`src/rtl/wdt_pkg.sv`:
```
package wdt_pkg;
   // State-changing events, highest priority first in wdt_evt_arb
   typedef enum logic [2:0] {
      EVT_NONE  = 3'd0,
      EVT_POWER = 3'd1,
      EVT_WDOG  = 3'd2,
      EVT_HALT  = 3'd3,
      EVT_LOAD  = 3'd4
   } wdt_evt_e;
endpackage

```
`src/rtl/wdt_evt_arb.sv`:
```
module wdt_evt_arb
   import wdt_pkg::*;
(
   input  logic     ext_rst,
   input  logic     bor_rst,
   input  logic     wd_req,
   input  logic     halt_enter,
   input  logic     load_we,
   output wdt_evt_e evt
);
   always_comb begin
      if (ext_rst || bor_rst) evt = EVT_POWER;
      else if (wd_req)        evt = EVT_WDOG;
      else if (halt_enter)    evt = EVT_HALT;
      else if (load_we)       evt = EVT_LOAD;
      else                    evt = EVT_NONE;
   end
endmodule

```
`src/rtl/wdt_down_stage.sv`:
```
module wdt_down_stage #(
   parameter int W = 8
) (
   input  logic         clk,
   input  logic         preset,
   input  logic         load,
   input  logic [W-1:0] load_val,
   input  logic         step,
   output logic         wrap
);
   localparam logic [W-1:0] ONES = {W{1'b1}};
   localparam logic [W-1:0] ONE  = {{(W-1){1'b0}}, 1'b1};

   logic [W-1:0] q;

   always_ff @(posedge clk) begin
      if (preset)      q <= ONES;
      else if (load)   q <= load_val;
      else if (step)   q <= q - ONE;
   end

   assign wrap = step && (q == '0);
endmodule

```
`src/rtl/wdt_ctrl_bits.sv`:
```
module wdt_ctrl_bits
   import wdt_pkg::*;
(
   input  logic     clk,
   input  wdt_evt_e evt,
   input  logic     underflow,
   input  logic     ren_we,
   input  logic     ren_wdata,
   output logic     ren,
   output logic     ufl,
   output logic     run_en,
   output logic     req
);
   logic ren_lock;

   // reset-enable: one write per power/external reset
   always_ff @(posedge clk) begin
      if (evt == EVT_POWER) begin
         ren      <= 1'b0;
         ren_lock <= 1'b0;
      end else if (ren_we && !ren_lock) begin
         ren      <= ren_wdata;
         ren_lock <= 1'b1;
      end
   end

   // hidden run enable and visible flag
   always_ff @(posedge clk) begin
      unique case (evt)
         EVT_POWER: begin run_en <= 1'b0; ufl <= 1'b0; end
         EVT_WDOG:  begin run_en <= 1'b0; end
         EVT_HALT:  begin ufl <= 1'b0; end
         EVT_LOAD:  begin run_en <= 1'b1; ufl <= 1'b0; end
         default: begin
            if (underflow) begin
               run_en <= 1'b0;
               ufl    <= 1'b1;
            end
         end
      endcase
   end

   always_ff @(posedge clk) begin
      if (evt == EVT_POWER) req <= 1'b0;
      else                  req <= underflow && ren;
   end
endmodule

```
`src/rtl/wdt_dual_timer.sv`:
```
module wdt_dual_timer
   import wdt_pkg::*;
#(
   parameter int PRE_W = 8,
   parameter int CNT_W = 8
) (
   input  logic             clk,
   input  logic             tick_en,
   input  logic             load_we,
   input  logic [CNT_W-1:0] load_data,
   input  logic             ren_we,
   input  logic             ren_wdata,
   input  logic             halt_enter,
   input  logic             ext_rst,
   input  logic             bor_rst,
   output logic             ufl_flag,
   output logic             ren_bit,
   output logic             wd_rst_req
);
   localparam logic [PRE_W-1:0] PRE_ONES = {PRE_W{1'b1}};

   generate
      if (PRE_W < 2) begin : g_bad_pre
         initial $error("wdt_dual_timer: PRE_W must be at least 2");
      end
      if (CNT_W < 1) begin : g_bad_cnt
         initial $error("wdt_dual_timer: CNT_W must be at least 1");
      end
   endgenerate

   wdt_evt_e evt;
   logic     run_en;
   logic     pre_step, pre_wrap, cnt_wrap;
   logic     force_ones;

   wdt_evt_arb u_arb (
      .ext_rst    (ext_rst),
      .bor_rst    (bor_rst),
      .wd_req     (wd_rst_req),
      .halt_enter (halt_enter),
      .load_we    (load_we),
      .evt        (evt)
   );

   assign force_ones = (evt == EVT_POWER) || (evt == EVT_WDOG) || (evt == EVT_HALT);
   assign pre_step   = tick_en && run_en && (evt == EVT_NONE);

   wdt_down_stage #(.W(PRE_W)) u_pre (
      .clk      (clk),
      .preset   (force_ones || (evt == EVT_LOAD)),
      .load     (1'b0),
      .load_val (PRE_ONES),
      .step     (pre_step),
      .wrap     (pre_wrap)
   );

   wdt_down_stage #(.W(CNT_W)) u_cnt (
      .clk      (clk),
      .preset   (force_ones),
      .load     (evt == EVT_LOAD),
      .load_val (load_data),
      .step     (pre_wrap),
      .wrap     (cnt_wrap)
   );

   wdt_ctrl_bits u_ctrl (
      .clk       (clk),
      .evt       (evt),
      .underflow (cnt_wrap),
      .ren_we    (ren_we),
      .ren_wdata (ren_wdata),
      .ren       (ren_bit),
      .ufl       (ufl_flag),
      .run_en    (run_en),
      .req       (wd_rst_req)
   );
endmodule

```
`config.mk`:
```
export PLATFORM = sky130hd
export DESIGN_NAME = wdt_dual_timer
export DESIGN_NICKNAME = d
export VERILOG_FILES = /design/src/rtl/wdt_pkg.sv /design/src/rtl/wdt_evt_arb.sv /design/src/rtl/wdt_down_stage.sv /design/src/rtl/wdt_ctrl_bits.sv /design/src/rtl/wdt_dual_timer.sv
export SDC_FILE = /design/constraint.sdc
export NUM_CORES = 1
export LEC_CHECK = 0
export BUFFER_PORTS_ARGS = -buffer_cell sky130_fd_sc_hd__buf_2
export CORE_AREA = 3 3 50 52
export DETAILED_ROUTE_END_ITERATION = 10
export DIE_AREA = 0 0 53 55
export PLACE_DENSITY = 0.75
export SLEW_MARGIN = 20
export SYNTH_ARGS = -nofsm -noshare
export SYNTH_HDL_FRONTEND = slang
export SYNTH_SLANG_ARGS = --single-unit
```
`constraint.sdc`:
```
create_clock -name clk -period 2.28 [get_ports clk]
set_input_delay 0 -clock clk [delete_from_list [all_inputs] [get_ports clk]]
set_output_delay 0 -clock clk [all_outputs]
set_load 0.01 [all_outputs]
```
## Word level (Yosys, flattened, before mapping)

Index checks and enable logic that the tools add are counted.

| word-level totals | value |
|---|---|
| bits in registers | 21 |

| operators by class | value |
|---|---|
| add/sub/neg operators | 2 |
| equal/unequal tests | 4 |
| muxes and demuxes | 10 |
| bitwise gates (word level) | 2 |
| reduce and logical (&&, ||, !) cells | 21 |

Operators with widths:

| cell | count |
|---|---|
| $logic_not A8 Y1 | 2 |
| $mux W8 | 2 |
| $sub A8 B1 Y8 const B | 2 |
| $mux W3 | 4 |
| $eq A3 B2 Y1 const B | 2 |
| $logic_and A1 B1 Y1 | 6 |
| $logic_or A1 B1 Y1 | 4 |
| $reduce_and A2 Y1 | 2 |
| $reduce_bool A2 Y1 | 2 |
| $eq A3 B1 Y1 const B | 1 |
| $eq A3 B3 Y1 const B | 1 |
| $logic_not A3 Y1 | 1 |
| $pmux W1 S3 | 1 |
| $reduce_bool A3 Y1 | 1 |
| $reduce_or A3 Y1 | 1 |
| $mux W1 | 2 |
| $not A1 Y1 | 2 |
| $pmux W1 S2 | 1 |
| $reduce_or A2 Y1 | 1 |
| $logic_not A1 Y1 | 1 |

## Longest topological paths before layout

Gate-level depths: netlist (run 1).

| depth | value |
|---|---|
| word-level depth | 10 |
| gate-level depth with buffers | 8 |
| depth with buffers taken out | 7 |

## Modules after synthesis

A second synthesis (run 1) with hierarchy kept.

| unflattened totals | value |
|---|---|
| cells, all modules | 148 |
| area, all modules | 1,346.3 um^2 |

By module, submodules not included:

| module | instances | cells each | area each (um^2) | sequential area each (um^2) |
|---|---|---|---|---|
| wdt_down_stage | 2 | 55 | 514.2 | 160.2 |
| wdt_ctrl_bits | 1 | 25 | 246.5 | 120.1 |
| wdt_dual_timer | 1 | 7 | 43.8 | 0.0 |
| wdt_evt_arb | 1 | 6 | 27.5 | 0.0 |

## Least setup slack after synthesis (run 1)

No wires, ideal clock.

| timing | value |
|---|---|
| kind | register to register |
| start | register u_ctrl.req |
| end | register u_ctrl.run_en (enable) |
| library setup time | 298 ps |
| data arrival time | 1,361 ps |
| path slack | 621 ps |
| stages on the path, launching flop included | 6 |
| buffers on the path | 1 |
| path through | dfxtp_1 or4_4 nor2_8 buf_8 nand4_1 nand4b_1 |

| on the way | value |
|---|---|
| longest elaborated chain between the ends | 8 |
| elaborated cells between the ends (all ways) | 14 |
| classes of those cells | 4 x eq/ne; 2 x mux; 1 x bitwise; 7 x reduce/logical |

Ends and longest elaborated chain:

| element | RTL line | source |
|---|---|---|
| from (decl) | wdt_ctrl_bits.sv:12 | `output logic req` |
| from (signal assigned) | wdt_ctrl_bits.sv:45 | `else req <= underflow && ren;` |
| $mux W3 * | wdt_evt_arb.sv:13 | `else if (wd_req) evt = EVT_WDOG;` |
| $mux W3 * | wdt_evt_arb.sv:12 | `if (ext_rst \|\| bor_rst) evt = EVT_POWER;` |
| $logic_not A3 Y1 | wdt_dual_timer.sv:46 | `assign pre_step = tick_en && run_en && (evt == EVT_NONE);` |
| $logic_and A1 B1 Y1 | wdt_dual_timer.sv:46 |  |
| $logic_and A1 B1 Y1 (2 in a row) | wdt_down_stage.sv:22 | `assign wrap = step && (q == '0);` |
| $reduce_bool A3 Y1 (no source line) | -- |  |
| $reduce_and A2 Y1 (no source line) * | -- |  |
| to (signal assigned) | wdt_ctrl_bits.sv:30 | `EVT_POWER: begin run_en <= 1'b0; ufl <= 1'b0; end` |
| to (signal assigned) | wdt_ctrl_bits.sv:31 | `EVT_WDOG: begin run_en <= 1'b0; end` |
| to (signal assigned) | wdt_ctrl_bits.sv:33 | `EVT_LOAD: begin run_en <= 1'b1; ufl <= 1'b0; end` |
| to (decl) | wdt_ctrl_bits.sv:11 | `output logic run_en,` |

Every way passes the cells marked *; elsewhere a longest branch is shown, timed or not.
A chain may end at the register's enable or synchronous reset.

## Worst setup path after layout (run 1)

| timing | value |
|---|---|
| start | input port ext_rst |
| end | register u_ctrl.run_en (enable) |

| on the way | value |
|---|---|
| longest elaborated chain between the ends | 8 |
| elaborated cells between the ends (all ways) | 14 |
| classes of those cells | 4 x eq/ne; 1 x mux; 1 x bitwise; 8 x reduce/logical |

Ends and longest elaborated chain:

| element | RTL line | source |
|---|---|---|
| from (decl) | wdt_dual_timer.sv:14 | `input logic ext_rst,` |
| $logic_or A1 B1 Y1 * | wdt_evt_arb.sv:12 |  |
| $mux W3 * | wdt_evt_arb.sv:12 |  |
| $logic_not A3 Y1 | wdt_dual_timer.sv:46 |  |
| $logic_and A1 B1 Y1 | wdt_dual_timer.sv:46 |  |
| $logic_and A1 B1 Y1 (2 in a row) | wdt_down_stage.sv:22 |  |
| $reduce_bool A3 Y1 (no source line) | -- |  |
| $reduce_and A2 Y1 (no source line) * | -- |  |

Marks and branches as above.

==> results of run 1 <==
## repair_timing
item / 4_1_cts / 5_1_grt
resized for setup: 0 / 0
hold buffers: 11 / 0
setup endpoints to repair: 0 / 0
endpoints found under the hold margin: 10 / 0
## logic make-up after synthesis
group / share of synthesized area
flops: 0.393
buf+inv: 0.0502
mux: 0.0279
compound gates: 0.141
fa+ha+maj: 0.0446
simple gates: 0.297
xor+xnor: 0.0469
## worst max path at each step
stage / to
after global placement: u_cnt.q[6]
after detailed placement: u_cnt.q[6]
after CTS: u_ctrl.run_en
final: u_ctrl.run_en
after floorplan: u_ctrl.run_en
after global routing: u_cnt.q[6]
## cells in the mapped netlist, types with 3 or more instances
master | instances | share of area
a21oi_1 | 8 | 0.036
a31o_2 | 4 | 0.031
dfxtp_1 | 19 | 0.34
ha_1 | 4 | 0.045
inv_1 | 5 | 0.017
nand2_1 | 12 | 0.040
nand3_1 | 3 | 0.013
nand4_1 | 6 | 0.033
nor2_1 | 6 | 0.020
nor2b_1 | 7 | 0.039
nor3_1 | 4 | 0.018
nor4_1 | 5 | 0.028
o21ai_0 | 5 | 0.022
xnor2_1 | 3 | 0.023
xor2_1 | 3 | 0.023
## cell type report
type                    instances  area, um2  area share
well taps                      28       35.0      0.0260
clock inverters                 1       5.00     0.00372
clock buffers                   3       22.5      0.0167
multi-input cells              94        624       0.464
repair buffers                 29        200       0.149
inverters                       5       18.8      0.0139
flip-flops and latches         21        440       0.327
## flip-flops by register name, indices dropped and copies added (netlist names)
name             cells
u_ctrl.ren_lock      1
u_pre.q              8
u_cnt.q              8
u_ctrl.run_en        1
u_ctrl.ufl           1
u_ctrl.ren           1
u_ctrl.req           1
## power by group through the flow
stage	sequential [uW]	combinational, uW	clock (uW)
after CTS	384	65.9	186
after global routing	385	72.6	198
after global placement	392	50.4	0
after detailed placement	392	51.9	0
after floorplan	392	29.7	0
final	384	66.8	181
## per-layer routing
| layer | part of all wire | routed length [um] | vias to the layer above | global-route usage |
|---|---|---|---|---|
| li1 | - | - | 515 | - |
| met1 | 0.47 | 1090 | 445 | 0.197 |
| met2 | 0.48 | 1120 | 27 | 0.300 |
| met3 | 0.032 | 74 | 7 | 0.0268 |
| met4 | 0.023 | 53 | 0 | 0.0894 |
| met5 | 0 | 0 | - | 0 |
## critical path, stage by stage
cell and delay [ns]:
dlygate4sd3_1 0.53, buf_2 0.15, or4_4 0.57, nor2_8 0.24, nand4_1 0.20, nand4b_1 0.17
## placed cells by master, fill, tap and decap left out, types with 3 or more instances in the layout
master	n
dfxtp_1	19
buf_2	18
nand2_1	12
dlygate4sd3_1	11
a21oi_1	8
nor2b_1	7
nor2_1	6
nand4_1	6
inv_1	5
nor4_1	5
o21ai_0	5
nor3_1	4
a31o_2	4
ha_1	4
nand3_1	3
xor2_1	3
xnor2_1	3
clkbuf_4	3
## stage by stage
step / setup slack [ns] / hold slack, ns
6_report: 0.439 / 0.0342
5_1_grt: 0.307 / 0.0591
4_1_cts: 0.468 / 0.0308
3_5_place_dp: 0.520 / 0.218
3_3_place_gp: 0.595 / 0.211
2_1_floorplan: 0.621 / 0.0768
==> key figures, run 1 <==
Clocking
  • CTS H-tree lvls: 1
  • Post-CTS setup buffers: 0
  • Worst-Skew Late Latency: about 0.31 ns
  • TritonCTS clock tree: yes
  • TritonCTS buffer count: 3
  • Reg clk slew, reported paths: between 0.1 and 0.15 ns
  • CTS sink cnt: 21
  • Root Buffer: clkbuf_4
  • Clk buf depth: 2

Flow run
  • Max-Cap Viols: 0

Power
  • Pint: 480 uW
  • Leak Pwr: ~0.00056 uW
  • P_sw: 151 uW
  • Clock network power share: 0.286
  • Pwr Density: 469 mW/mm2
  • Logic pwr share: 0.106
  • Peak VDD IR: 0.311 mV
  • Sw Ratio: 0.240
  • Final Power: 632 uW
  • Sequential Power Share: 0.608

Finish
  • Area Overhead vs Synth: 20.1%
  • Final net count: 174
  • Fin cells: about 180
  • Fill count: 195
  • Ratio of cells with drive above 1 in the final layout: 0.209
  • Post-route design area: 0.00135 mm2
  • Ant. Diodes: 0
  • Post-layout util: 0.627

Routing
  • Via-to-Cell Ratio: 5.49
  • DRT Pass-1 Iters: 4
  • DRT antenna net count: 0
  • Via count: between 900 and 1,000
  • Wire length per cell: 12.9 um
  • Drt total wl: 2340 um
  • DRC viols: 0
  • DRT iter0 DRCs: 29

Setup path
  • R2R Setup Slk: ~0.48 ns
  • CP required: 2.32 ns
  • Maximum fanout along the worst path: 18
  • Reg2reg end: u_ctrl.run_en
  • WS Path Type: in -> reg
  • Startpoint types: input port
  • Worst R2R Start: u_pre.q[0]
  • Worst setup startpoint: ext_rst
  • Worst Reg2Reg Path Length in Cells: 6
  • CP endpoint kind: flip-flop
  • CP arrival: 1.88 ns

Yosys
  • Seq/Total Area, Yosys: 0.393
  • Number of synthesized flops with an enable pin: 2
  • Mean Syn Cell Area: roughly 9 um2
  • Cell area after synthesis: 0.00112 mm2
  • Asr flop ratio synth: 0
  • Dominant synthesized flop cell: dfxtp_1
  • #FFs+latches synth: 21
  • Distinct cells, synth: 37
  • Ys Warns: 0
  • Synthesized instance count: between 100 and 150
  • Post-synth net total: 144

Worst hold path
  • Worst Hold End: u_cnt.q[3]
  • Min-delay src: bor_rst
  • Worst Hold Class: in -> reg
  • Worst hold path depth: 3

Placed design
  • DP Area: 0.00121 mm2
  • DP Wirelength: 1620 um
  • DP Cell Count: around 170
  • PortBufs: 18
  • Final GP Congestion: 0.863

STA
  • Fin crit share: 0.807
  • Count of pins over their slew limit: 0
  • Fin. Hold Viols: 0
  • FMAX: 543 MHz
  • Worst Tran Pin Value: between 0.7 and 0.8 ns
  • Worst slew margin: 0.495
  • Final min period: 1.84 ns
  • Clock skew: 0.00440 ns
  • Post-route setup TNS: 0 ns
  • # setup viols final: 0
  • RSZ-0062 raised after global routing: no

Global routing
  • Congestion Overflow GR: 0
  • First-pass GRT wire length: 3650 um
  • Tot GR Track Use: 0.169
  • Largest net degree at the start of global routing: 22
  • Vias in the first global route: around 860
  • Initial antenna violation count: 0

Floorplanning
  • Die Area: 0.00292 mm2
  • Die height: 55 um
  • I/O pin total: 19
  • Core Area: about 0.0021 mm2
  • Std cell rows: 17
  • Initial Utilization: 0.522
  • Die W: 53 um

Outcome
  • Outcome: finished clean
No activity file was read; power rests on OpenSTA's default activity.
==> inputs of run 2 (changes only) <==
- CORE_AREA: 3 3 50 52 -> 3 3 52 54
- DIE_AREA: 0 0 53 55 -> 0 0 55 57
- PLACE_DENSITY: 0.75 -> 0.72
- clock period: 2.28 -> 1.67 ns (I/O delays scaled with it)
==> run 2 against run 1 <==
Count of clock-buffer cells in the layout stayed put. Clock power is 34% higher. Setup slack worse by 0.38 ns. Hold slack better by 0.00059 ns. Global-route usage is 0.22 points higher. Combinational power is 47% higher. Largest cell class unchanged. Via count is 7.4% higher. Die area is 7.5% higher. Largest power group unchanged. Critical path depth stayed put.
==> key figures, run 2 (synthesis results as in run 1) <==
Outcome
  • Outcome: finished clean (unchanged)

Routing
  • Wire length per cell: 13.9 um (was 12.9 um)
  • DRT antenna net count: 0 (unchanged)
  • Via-to-Cell Ratio: 5.53 (was 5.49)
  • DRT Pass-1 Iters: 4 (unchanged)
  • DRC viols: 0 (unchanged)
  • Via count: 1,068 (was 994)
  • Drt total wl: 2680 um (was 2340 um)
  • DRT iter0 DRCs: 34 (was 29)

Global routing
  • Largest net degree at the start of global routing: 22 (unchanged)
  • Vias in the first global route: 1,005 (was 864)
  • Tot GR Track Use: 0.172 (was 0.169)
  • Initial antenna violation count: 0 (unchanged)
  • First-pass GRT wire length: 4100 um (was 3650 um)
  • Congestion Overflow GR: 0 (unchanged)

STA
  • RSZ-0062 raised after global routing: yes (was no)
  • Worst Tran Pin Value: 0.468 ns (was 0.750 ns)
  • Worst slew margin: 0.685 (was 0.495)
  • Count of pins over their slew limit: 0 (unchanged)
  • Post-route setup TNS: 0 ns (unchanged)
  • # setup viols final: 0 (unchanged)
  • Fin. Hold Viols: 0 (unchanged)
  • Clock skew: 0.0136 ns (was 0.00440 ns)
  • Final min period: 1.61 ns
  • FMAX: 622 MHz
  • Fin crit share: 0.963
  • Hold Slack: 0.0348 ns (was 0.0342 ns)

Flow run
  • Max-Cap Viols: 0 (unchanged)

Finish
  • Post-route design area: 0.00148 mm2 (was 0.00135 mm2)
  • Final net count: 186 (was 174)
  • Fill count: 199 (was 195)
  • Fin cells: 193 (was 181)
  • Area Overhead vs Synth: 32.3% (was 20.1%)
  • Leading cell types in the layout, fill and taps excluded: buf_2 (18), dfxtp_1 (18), nand2_1 (12) (was dfxtp_1 (19), buf_2 (18), nand2_1 (12))
  • Ant. Diodes: 0 (unchanged)
  • Biggest regs: u_cnt.q: 8 flops, u_pre.q: 8 flops (unchanged)
  • Post-layout util: 0.658 (was 0.627)
  • Ratio of cells with drive above 1 in the final layout: 0.309 (was 0.209)

Power
  • P_sw: 205 uW (was 151 uW)
  • Clock network power share: 0.280 (was 0.286)
  • Sequential Power Share: 0.607 (was 0.608)
  • Peak VDD IR: 0.383 mV (was 0.311 mV)
  • Pwr Density: 583 mW/mm2 (was 469 mW/mm2)
  • Logic pwr share: 0.114 (was 0.106)
  • Leak Pwr: 0.000634 uW (was 0.000565 uW)
  • Pint: 659 uW (was 480 uW)
  • Sw Ratio: 0.238 (was 0.240)

Worst hold path
  • Worst hold path depth: 4 (was 3)
  • Worst Hold Class: in -> reg (unchanged)
  • Worst Hold End: u_pre.q[2] (was u_cnt.q[3])
  • Min-delay src: tick_en (was bor_rst)

Setup path
  • Critical-path top delay cell: dfxtp_2 (was or4_4)
  • Worst R2R Start: u_pre.q[1] (was u_pre.q[0])
  • Worst Reg2Reg Path Length in Cells: 6 (unchanged)
  • CP required: 1.70 ns (was 2.32 ns)
  • Total buffers and inverters traversed by the critical path: 1 (was 2)
  • R2R Setup Slk: 0.06 ns (was 0.48 ns)
  • Maximum fanout along the worst path: 8 (was 18)
  • WS Path Type: reg -> reg (was in -> reg)
  • Critical path's top delay family: simple AND/OR/NAND/NOR gates (unchanged)
  • Max incr delay on CP: 0.35 ns (was 0.57 ns)
  • CP arrival: 1.64 ns (was 1.88 ns)
  • Reg2reg end: u_ctrl.run_en (unchanged)
  • Startpoint types: flip-flop (was input port)
  • CP Cell Sequence: inv_2 > ha_4 > nor4b_4 > and3_4 > nand4_1 > nand4b_1 (was dlygate4sd3_1 > buf_2 > or4_4 > nor2_8 > nand4_1 > nand4b_1)
  • CP endpoint kind: flip-flop (unchanged)

Clocking
  • TritonCTS clock tree: yes (unchanged)
  • TritonCTS buffer count: 3 (unchanged)
  • Worst-Skew Late Latency: 0.30 ns (was 0.31 ns)
  • Clk buf depth: 2 (unchanged)
  • Root Buffer: clkbuf_4 (unchanged)
  • Reg clk slew, reported paths: 0.13 ns (was 0.12 ns)
  • CTS H-tree lvls: 1 (unchanged)
  • CTS sink cnt: 21 (unchanged)

Placed design
  • PortBufs: 18 (unchanged)
  • Final GP Congestion: 0.887 (was 0.863)
  • DP Cell Count: 174 (was 166)
  • DP Wirelength: 1800 um (was 1620 um)
  • DP Area: 0.00127 mm2 (was 0.00121 mm2)

Floorplanning
  • I/O pin total: 19 (unchanged)
  • Die Area: 0.00314 mm2 (was 0.00292 mm2)
  • Die W: 55 um (was 53 um)
  • Die height: 57 um (was 55 um)
  • Std cell rows: 17 (unchanged)
  • Initial Utilization: 0.497 (was 0.522)
  • Core Area: 0.00225 mm2 (was 0.00215 mm2)
[run 2: cell types whose count changed in the layout (fill, tap and decap cells not counted), moves of 2 or more]
cell,delta
buf_4,+11
inv_1,-2
inv_2,+2
nor4b_1,-2
[run 2: through the flow]
step	total power (uW)	setup WS, ns
3_3_place_gp	608	0.0578
5_1_grt	916	-0.0307
6_report	865	0.0614
2_1_floorplan	576	0.0113
4_1_cts	871	0.0232
3_5_place_dp	612	-0.0111
[run 2: power by group through the flow]
stage	sequential [uW]	clock, uW	combinational [uW]
after floorplan	535	0	40.6
after global placement	535	0	72.8
after detailed placement	535	0	76.5
after CTS	524	251	96.0
after global routing	526	283	107
final	524	242	98.2
[run 2: per-layer routing]
layer / global-route usage / wire length [um] / vias up
li1: - / - / 539
met2: 0.318 / 1420 / 17
met3: 0.0235 / 60 / 4
met4: 0.0451 / 29 / 0
met1: 0.197 / 1170 / 508
met5: 0 / 0 / -
[run 2: worst max path at each step]
stage,from,end,cells past startpoint
floorplan,u_ctrl.req,u_ctrl.run_en,5
global placement,u_pre.q[0],u_ctrl.run_en,6
detailed placement,u_pre.q[0],u_ctrl.run_en,6
CTS,u_pre.q[1],u_ctrl.run_en,6
global route,u_pre.q[1],u_ctrl.run_en,6
finish,u_pre.q[1],u_ctrl.run_en,6
[run 2: layout make-up]
type	instances	area, um2	share of cell area
Inverter	5	18.8	0.0127
Clock inverter	1	5.00	0.00338
Multi-Input combinational cell	94	666	0.449
Timing Repair Buffer	41	294	0.198
Tap cell	28	35.0	0.0236
Clock buffer	3	22.5	0.0152
Sequential cell	21	442	0.298
[run 2: timing repair]
action | 4_1_cts | 5_1_grt
gates resized for setup | 1 | 11
setup endpoints to repair | 1 | 9
hold endpoints to repair | 10 | 0
hold buffers | 11 | 0
setup buffers | 2 | 2
pin swaps | 3 | 7
gates cloned | 0 | 0
[run 2: tightest hold or removal path, stage by stage]
cell and delay (ns):
buf_2 0.11, nand3_1 0.09, xor2_1 0.06, nand2_1 0.06
